===== config.mk =====
export PLATFORM = sky130hd
export DESIGN_NAME = chan_event_irq
export DESIGN_NICKNAME = d
export VERILOG_FILES = /design/src/rtl/icg_pkg.sv /design/src/rtl/icg_addr_dec.sv /design/src/rtl/icg_chan_cell.sv /design/src/rtl/chan_event_irq.sv
export SDC_FILE = /design/constraint.sdc
export NUM_CORES = 1
export LEC_CHECK = 0
export BUFFER_PORTS_ARGS = -buffer_cell sky130_fd_sc_hd__buf_2
export CORE_MARGIN = 2
export CORE_UTILIZATION = 50
export CTS_CLUSTER_SIZE = 8
export DETAILED_ROUTE_END_ITERATION = 12
export HOLD_SLACK_MARGIN = 0.03
export PLACE_DENSITY = 0.87
export SLEW_MARGIN = 20
export SYNTH_ARGS = -nofsm -noshare
export SYNTH_HDL_FRONTEND = slang
export SYNTH_HIERARCHICAL = 1
export SYNTH_SLANG_ARGS = --single-unit

===== constraint.sdc =====
create_clock -name clk -period 3.3 [get_ports clk]
set_input_delay 0.165 -clock clk [delete_from_list [all_inputs] [get_ports clk]]
set_output_delay 0.165 -clock clk [all_outputs]
set_load 0.02 [all_outputs]

===== src/rtl/icg_pkg.sv =====
package icg_pkg;
  localparam int LANE_W    = 8;
  localparam int LANES     = 4;
  localparam int DATA_W    = LANE_W * LANES;

  typedef enum logic [2:0] {
    RG_EN   = 3'd0,
    RG_CLR  = 3'd1,
    RG_RAW  = 3'd2,
    RG_MSK  = 3'd3,
    RG_HOST = 3'd4,
    RG_NONE = 3'd5
  } reg_kind_e;
endpackage


===== src/rtl/icg_addr_dec.sv =====
module icg_addr_dec
  import icg_pkg::*;
#(
  parameter int ADDR_W = 4,
  parameter int NGRP   = 3,
  parameter int GRP_W  = 2
) (
  input  logic [ADDR_W-1:0] addr_i,
  output reg_kind_e         kind_o,
  output logic [GRP_W-1:0]  grp_o
);
  localparam int HOST_ADDR = 4 * NGRP;

  always_comb begin
    kind_o = RG_NONE;
    grp_o  = '0;
    if (int'(addr_i) == HOST_ADDR) begin
      kind_o = RG_HOST;
    end else if (int'(addr_i) < HOST_ADDR) begin
      grp_o = GRP_W'(int'(addr_i) % NGRP);
      case (int'(addr_i) / NGRP)
        0:       kind_o = RG_EN;
        1:       kind_o = RG_CLR;
        2:       kind_o = RG_RAW;
        default: kind_o = RG_MSK;
      endcase
    end
  end
endmodule


===== src/rtl/icg_chan_cell.sv =====
module icg_chan_cell #(
  parameter int NEV = 6
) (
  input  logic           clk,
  input  logic           rst_n,
  input  logic [NEV-1:0] evt_i,
  input  logic           en_we_i,
  input  logic           clr_we_i,
  input  logic [NEV-1:0] wdata_i,
  output logic [NEV-1:0] raw_o,
  output logic [NEV-1:0] en_o,
  output logic           pend_o
);
  logic [NEV-1:0] raw_q, raw_d, en_q, en_d, clr_mask;

  always_comb begin
    clr_mask = clr_we_i ? wdata_i : '0;
    raw_d    = evt_i | (raw_q & ~clr_mask);
    en_d     = en_we_i ? wdata_i : en_q;
  end

  always_ff @(posedge clk or negedge rst_n) begin
    if (!rst_n) begin
      raw_q <= '0;
      en_q  <= '0;
    end else begin
      raw_q <= raw_d;
      if (en_we_i) en_q <= en_d;
    end
  end

  assign raw_o  = raw_q;
  assign en_o   = en_q;
  assign pend_o = |(raw_q & en_q);


  evt_sets_chk: assert property (@(posedge clk) disable iff (!rst_n)
    (|evt_i) |=> ((raw_o & $past(evt_i)) == $past(evt_i)));

  raw_hold_chk: assert property (@(posedge clk) disable iff (!rst_n)
    !clr_we_i |=> ((raw_o & $past(raw_o)) == $past(raw_o)));

  clear_chk: assert property (@(posedge clk) disable iff (!rst_n)
    clr_we_i |=> ((raw_o & $past(wdata_i & ~evt_i)) == '0));

  set_wins_chk: assert property (@(posedge clk) disable iff (!rst_n)
    (clr_we_i && |(evt_i & wdata_i)) |=>
      ((raw_o & $past(evt_i & wdata_i)) == $past(evt_i & wdata_i)));

  en_hold_chk: assert property (@(posedge clk) disable iff (!rst_n)
    !en_we_i |=> $stable(en_o));
endmodule


===== src/rtl/chan_event_irq.sv =====
module chan_event_irq
  import icg_pkg::*;
#(
  parameter int NCH    = 10,
  parameter int NEV    = 6,
  parameter int ADDR_W = 4
) (
  input  logic              clk,
  input  logic              rst_n,
  input  logic [NCH*NEV-1:0] evt_i,
  input  logic [ADDR_W-1:0] reg_addr,
  input  logic              reg_wr,
  input  logic [DATA_W-1:0] reg_wdata,
  output logic [DATA_W-1:0] reg_rdata,
  output logic              irq_o
);
  localparam int NGRP  = (NCH + LANES - 1) / LANES;
  localparam int GRP_W = (NGRP > 1) ? $clog2(NGRP) : 1;

  reg_kind_e        kind;
  logic [GRP_W-1:0] grp;
  logic [NEV-1:0]   raw_all [NCH];
  logic [NEV-1:0]   en_all  [NCH];
  logic [NCH-1:0]   pend;
  logic [NCH-1:0]   hm_q, hm_d;
  logic             hm_we;

  icg_addr_dec #(.ADDR_W(ADDR_W), .NGRP(NGRP), .GRP_W(GRP_W)) u_dec (
    .addr_i (reg_addr),
    .kind_o (kind),
    .grp_o  (grp)
  );

  for (genvar ch = 0; ch < NCH; ch++) begin : g_ch
    localparam int G = ch / LANES;
    localparam int L = ch % LANES;
    logic en_we, clr_we;
    assign en_we  = reg_wr && (kind == RG_EN)  && (grp == GRP_W'(G));
    assign clr_we = reg_wr && (kind == RG_CLR) && (grp == GRP_W'(G));

    icg_chan_cell #(.NEV(NEV)) u_cell (
      .clk      (clk),
      .rst_n    (rst_n),
      .evt_i    (evt_i[ch*NEV +: NEV]),
      .en_we_i  (en_we),
      .clr_we_i (clr_we),
      .wdata_i  (reg_wdata[L*LANE_W +: NEV]),
      .raw_o    (raw_all[ch]),
      .en_o     (en_all[ch]),
      .pend_o   (pend[ch])
    );
  end

  always_comb begin
    hm_we = reg_wr && (kind == RG_HOST);
    hm_d  = hm_we ? reg_wdata[NCH-1:0] : hm_q;
  end

  always_ff @(posedge clk or negedge rst_n) begin
    if (!rst_n) hm_q <= '0;
    else if (hm_we) hm_q <= hm_d;
  end

  always_comb begin
    reg_rdata = '0;
    if (kind == RG_HOST) begin
      reg_rdata[NCH-1:0] = hm_q;
    end else begin
      for (int ch = 0; ch < NCH; ch++) begin
        if (ch / LANES == int'(grp)) begin
          case (kind)
            RG_EN:   reg_rdata[(ch % LANES)*LANE_W +: NEV] = en_all[ch];
            RG_RAW:  reg_rdata[(ch % LANES)*LANE_W +: NEV] = raw_all[ch];
            RG_MSK:  reg_rdata[(ch % LANES)*LANE_W +: NEV] = raw_all[ch] & en_all[ch];
            default: ;
          endcase
        end
      end
    end
  end

  always_comb begin
    irq_o = 1'b0;
    for (int ch = 0; ch < NCH; ch++) irq_o = irq_o | (hm_q[ch] & pend[ch]);
  end


  host_gate_chk: assert property (@(posedge clk) disable iff (!rst_n)
    (hm_q == '0) |-> !irq_o);

  unmapped_rd_chk: assert property (@(posedge clk) disable iff (!rst_n)
    (kind == RG_NONE) |-> (reg_rdata == '0));

  clr_rd_chk: assert property (@(posedge clk) disable iff (!rst_n)
    (kind == RG_CLR) |-> (reg_rdata == '0));
endmodule


# == Word level (Yosys, flattened, before mapping) ==
# Index checks and enable logic that the tools add are counted.
# word_totals
ff_bits,130
word_cells,158
output_inout_bits,33
# classes
bitwise_logic,59
magnitude_cmp,1
muxes,41
n_reduce_logical,23
eq_ne,11
div_mod_pow,2
# ops
op,count
$pmux 6 s3,10
$mux 6,23
$and 6x6->6,20
$not 6->6,10
$or 6x6->6,10
$reduce_or 6->1,10
$div 5x3->32 const B,1
$eq 32x1->1 const B,1
$eq 32x2->1 const B,1
$logic_not 32->1,1
$mod 5x3->32 const B,1
$and 1x1->1,10
$logic_and 1x1->1,9
$or 1x1->1,9
$mux 2,4
$eq 3x2->1 const B,2
$mux 3,2
$pmux 2 s3,1
$eq 2x2->1 const A,2
$eq 4x3->1 const B,1
$logic_not 2->1,2
$lt 4x4->1 const B,1
$mux 4,1
$eq 3x1->1 const B,1
other kinds (4),4

# == Longest topological paths before layout ==
# depth
word_depth,13
ltp_mapped,17
depth_no_buf,15

# == By module ==
# Netlist, hierarchy kept.
# modules_own_cells
mod,n_inst,area_per_inst_um2,cells_per_inst
icg_chan_cell,10,496.7,35
chan_event_irq,1,1993.2,279
icg_addr_dec,1,237.7,29

# == Worst setup path before layout ==
# No wires, ideal clock.
# synth_timing
kind,in2reg
start,in reg_addr[2]
end,reg g_ch[4].u_cell.raw_q[0]
setup_ns,0.118
path_stages,17
arrival_ns,3.943
required_ns,3.182
setup_slack_ns,-0.761
path_cell_list,nor2b_1 -> ha_1 -> ha_1 -> a2111oi_2 -> nor2_1 -> ha_1 -> or4b_4 -> a21oi_4 -> o21ai_0 -> a21oi_1 -> clkbuf_1 -> buf_2 -> buf_2 -> nand3_1 -> nor2_1 -> nand2_1 -> a21o_1
# synth_rtl
element,line,source
start: declaration,chan_event_irq.sv:11,"input logic [ADDR_W-1:0] reg_addr,"
$mod 5x3->32 or $lt 4x4->1 (tied branches),"icg_addr_dec.sv:20, icg_addr_dec.sv:19",
$mux 2,icg_addr_dec.sv:19,end else if (int'(addr_i) < HOST_ADDR) begin
$mux 2 *,icg_addr_dec.sv:17,if (int'(addr_i) == HOST_ADDR) begin
via grp[0],chan_event_irq.sv:21,logic [GRP_W-1:0] grp;
$eq 2x1->1 *,chan_event_irq.sv:39,assign clr_we = reg_wr && (kind == RG_CLR) && (grp == GRP_W'(G));
$logic_and 1x1->1 *,chan_event_irq.sv:39,
via g_ch[4].clr_we,chan_event_irq.sv:37,"logic en_we, clr_we;"
$mux 6 *,icg_chan_cell.sv:17,clr_mask = clr_we_i ? wdata_i : '0;
$not 6->6 *,icg_chan_cell.sv:18,raw_d = evt_i | (raw_q & ~clr_mask);
$and 6x6->6 *,icg_chan_cell.sv:18,
$or 6x6->6 *,icg_chan_cell.sv:18,
via g_ch[4].u_cell.raw_d[0],icg_chan_cell.sv:14,"logic [NEV-1:0] raw_q, raw_d, en_q, en_d, clr_mask;"
end signal: assignment,icg_chan_cell.sv:27,raw_q <= raw_d;
end: declaration,icg_chan_cell.sv:14,
# The timed path passes the listed nets; every way through them passes the cells marked *.
# A chain may end at the register's enable or synchronous reset.

# == Worst setup path in the final report ==
# layout_timing
start,in reg_addr[0]
end,out reg_rdata[3]
# layout_between
elab_chain_cells,13
# layout_lines
element,line,source
$div 5x3->32,icg_addr_dec.sv:21,case (int'(addr_i) / NGRP)
"$eq 32x2->1, or another cell as far along",icg_addr_dec.sv:21,
$pmux 2 s3,icg_addr_dec.sv:21,
$mux 3,icg_addr_dec.sv:19,
$mux 3 *,icg_addr_dec.sv:17,
via kind[0],chan_event_irq.sv:20,reg_kind_e kind;
$eq 3x2->1 or $logic_not 3->1 (tied branches),chan_event_irq.sv:71,case (kind)
$pmux 6 s3,chan_event_irq.sv:71,
$mux 6,chan_event_irq.sv:70,if (ch / LANES == int'(grp)) begin
$pmux 6 s3,chan_event_irq.sv:71,
$mux 6,chan_event_irq.sv:70,
$pmux 6 s3,chan_event_irq.sv:71,
$mux 6,chan_event_irq.sv:70,
$mux 6 *,chan_event_irq.sv:66,if (kind == RG_HOST) begin
end: declaration,chan_event_irq.sv:14,"output logic [DATA_W-1:0] reg_rdata,"
# Marked as above.

==> summary.md <==
| Metric | Value |
|---|---|
| Outcome | complete, but fails checks |
| Failing checks | negative setup slack |
| Mapped Avg Cell Area | 10.9 um2 |
| IO Pins | about 130 |
| Largest area contributor in the netlist | dfrtp_1 |
| Area Growth Syn to Fin | 52.5% |
| H-Tree Depth | 4 |
| Final ANT Viol Nets | 0 |
| # rows | between 40 and 50 |
| Compound-Gate Fraction of Synth Area | 24.3% |
| Gr usage total | a little under two fifths |
| CTS Buf Count | 17 |
| Worst Hold Slack | about 40 ps |
| Worst-Margin Slew | roughly 810 ps |
| Overall power | around 0.0069 W |
| Max IR drop VDD | around 530 uV |
| Post-synthesis mux area share | approximately 14% |
| WS Path Type | in -> out |
| Setup ws final | -469 ps |
| DRT Wirelength | 30900 um |
| Endpoint class of the critical path | primary output |
| Initial antenna violation count | 0 |
| Post-Synth XOR/XNOR Area | 0% |
| Hold Fails Final Rpt | 0 |
| Warnings, synthesis | 6 |
| Post-synthesis adder-cell area fraction | less than 1% |
| Vias in the first global route | 7581 |
| Starting density of the core | ~50% |
| RSZ-0062 raised after global routing | yes |
| DRC errors left | 0 |
| Clk_skew | 0 ps |
| Combinational family with the most area after synthesis | compound AO/OA/AOI/OAI gates |
| Global-route wire length before repair | 42100 um |
| Commonest non-fill, non-tap cells in the layout | dfrtp_1, buf_2, buf_4 |
| CTS max path bufs | 2 |
| Root Buffer | clkbuf_16 |
| Register area share after synthesis | roughly 45% |
| Fillers | ~720 |
| DIE AREA | roughly 15000 um2 |
| Buffers on Ports | around 120 |
| Max Clk Rate | around 270 MHz |
| Dpl hpwl | 14900 um |
| Wire per inst | around 27 um |
| Most used DFF post-synth | dfrtp_1 |
| MaxCap Viol Count | 0 |
| Vias per Instance | roughly 6.9 |
| Num Clock Sinks | 130 |
| Worst hold path class | in -> reg |
| Worst slew margin | a little under half |
| RePlAce Congestion | 0.900 |
| Netlist cell types | slightly above 50 |
| Static Leakage | 4.58 nW |
| Share of layout cells above drive strength 1 | a little under half |
| Worst-Skew Late Latency | 440 ps |
| Most common cell after layout, fill and taps aside | dfrtp_1 |
| Post-synth EDFFs | 0 |
| Reg clk slew, reported paths | around 70 ps |
| Die span in y | ~120 um |
| Die width | ~120 um |
| Power Dens Cells | 632 nW/um2 |
| Fin crit share | 114% |
| Total gr overflow | 0 |
| Core area | 14000 um2 |
| Final #Nets | approximately 1000 |
| Synth Instances | between 600 and 700 |
| Final setup viols | between 100 and 150 |
| First-pass DRT Iterations | 6 |
| Data required time of the worst path | between 3000 and 4000 ps |
| Setup WS pre-CTS | -545 ps |
| Min Tclk post-route | around 3800 ps |
| Asr flop ratio synth | 100% |
| N_diodes | 0 |
| Post-synthesis simple-gate area fraction | approximately 11% |
| CP arrival | 3600 ps |
| CTS tree | built |
| Seq cells post-synth | 130 |
| Critical Path Fanout Max | 11 |
| Post-Synthesis Cell Area | slightly above 7000 um2 |
| Initial DRC count | ~1200 |
| Startpoint types | input port |
| Via Count | just under 8000 |
| Pin count of the biggest net entering global routing | 58 |
| Fin. max-slew vios | 0 |
| Post-synth top area share | ~45% |
| Synth top area cells | dfrtp_1, mux2_4, a21o_1 |
-- worst max-delay path: stages --
cell and delay [ps]:
buf_2 120, nor2b_1 230, nor2b_1 150, a2111oi_4 330, nor2_2 100, ha_2 210
or4b_4 490, a21oi_4 210, o21ai_4 110, o31a_4 170, nor2_4 200, buf_4 190
buf_16 150, a21oi_1 80, a22oi_1 270, a221o_1 270, buf_6 140
-- metal layers --
layer / routed length (um) / GRT usage (%) / share of wire (%) / vias up
li1: - / - / - / 3017
met1: 10800 / 45.0 / 35 / 3739
met2: 13800 / 58.4 / 45 / 800
met3: 3840 / 9.62 / 12 / 245
met4: 2510 / 22.8 / 8.1 / 0
met5: 0 / 0 / 0 / -
-- synthesized netlist by cell type, types with 2 or more instances --
library cell,count
nand2b_1,25
a311oi_1,14
nor3b_1,4
a22oi_1,39
nor3_1,3
and3_1,3
buf_2,9
dfrtp_1,130
ha_1,4
o21ai_0,9
buf_6,10
a32o_1,14
nor2b_1,4
clkbuf_1,16
a21o_1,60
o211a_1,3
inv_1,5
mux2_2,10
nor2_1,17
a21oi_1,28
a31oi_1,2
a32oi_1,6
or3_1,3
nand2_1,92
o22ai_1,7
a221o_1,6
nand3_1,11
buf_4,11
o2bb2a_1,2
mux2_4,60
o211ai_1,31
-- repair_timing --
action                                  4_1_cts  5_1_grt
endpoints found under the hold margin       123        1
pin swaps                                    22       45
gates cloned                                  3        5
endpoints found under the setup margin       71       98
setup buffers                                27        8
hold buffers                                 66        1
gates resized for setup                      96       82
-- per-stage QoR --
| step | instance area [um2] | setup TNS [ps] | utilization, % | std cells |
|---|---|---|---|---|
| 2_1_floorplan | 7430 | -13810 | - | 663 |
| 3_3_place_gp | 8630 | -35340 | 61.7 | 985 |
| 3_5_place_dp | 8630 | -58890 | 61.7 | 985 |
| 4_1_cts | 10500 | -2670 | 75.2 | 1111 |
| 5_1_grt | 11000 | -27310 | 78.5 | 1124 |
| 6_report | 11000 | -23510 | 78.5 | 1124 |
-- registers in the layout, indices dropped and copies added (netlist names) --
signal / flops
g_ch.u_cell/en_o: 60
g_ch.u_cell/raw_o: 60
hm_q: 10
-- report_power, final --
| part | total [W] | internal [W] | leakage, nW | switching, W |
|---|---|---|---|---|
| clock network | 0.00192 | 0.00118 | 0.279 | 0.000742 |
| registers | 0.00252 | 0.00198 | 1.41 | 0.000536 |
| logic | 0.00250 | 0.00134 | 2.90 | 0.00116 |
-- logic make-up after synthesis --
kind of cell / count (synthesis)
compound gates: 231
simple gates: 170
flops: 130
mux: 70
buf+inv: 52
fa+ha+maj: 4
other cells: 1
-- final timing paths --
path / startpoint / to / slack, ps / cells after the start
min: reg_wdata[18] / g_ch[2].u_cell/en_o[2] / 40 / 2
min in group asynchronous: rst_n / g_ch[3].u_cell/raw_o[1] / 340 / 2
max in group asynchronous: rst_n / g_ch[1].u_cell/raw_o[2] / 2080 / 3
max reg2reg: hm_q[4] / hm_q[4] / 2420 / 1
max: reg_addr[0] / reg_rdata[3] / -470 / 17
min reg2reg: g_ch[5].u_cell/raw_o[2] / g_ch[5].u_cell/raw_o[2] / 520 / 1
-- final cells by class --
cell class,count,area [um2],area share (%)
Timing Repair Buffer,296,2680,24.4
Multi-Input combinational cell,481,4210,38.3
Tap cell,180,225,2.05
Sequential cell,130,3250,29.6
Clock buffer,20,437,3.98
Clock inverter,11,139,1.27
Inverter,6,35.0,0.319
No activity file was read; power rests on OpenSTA's default activity.
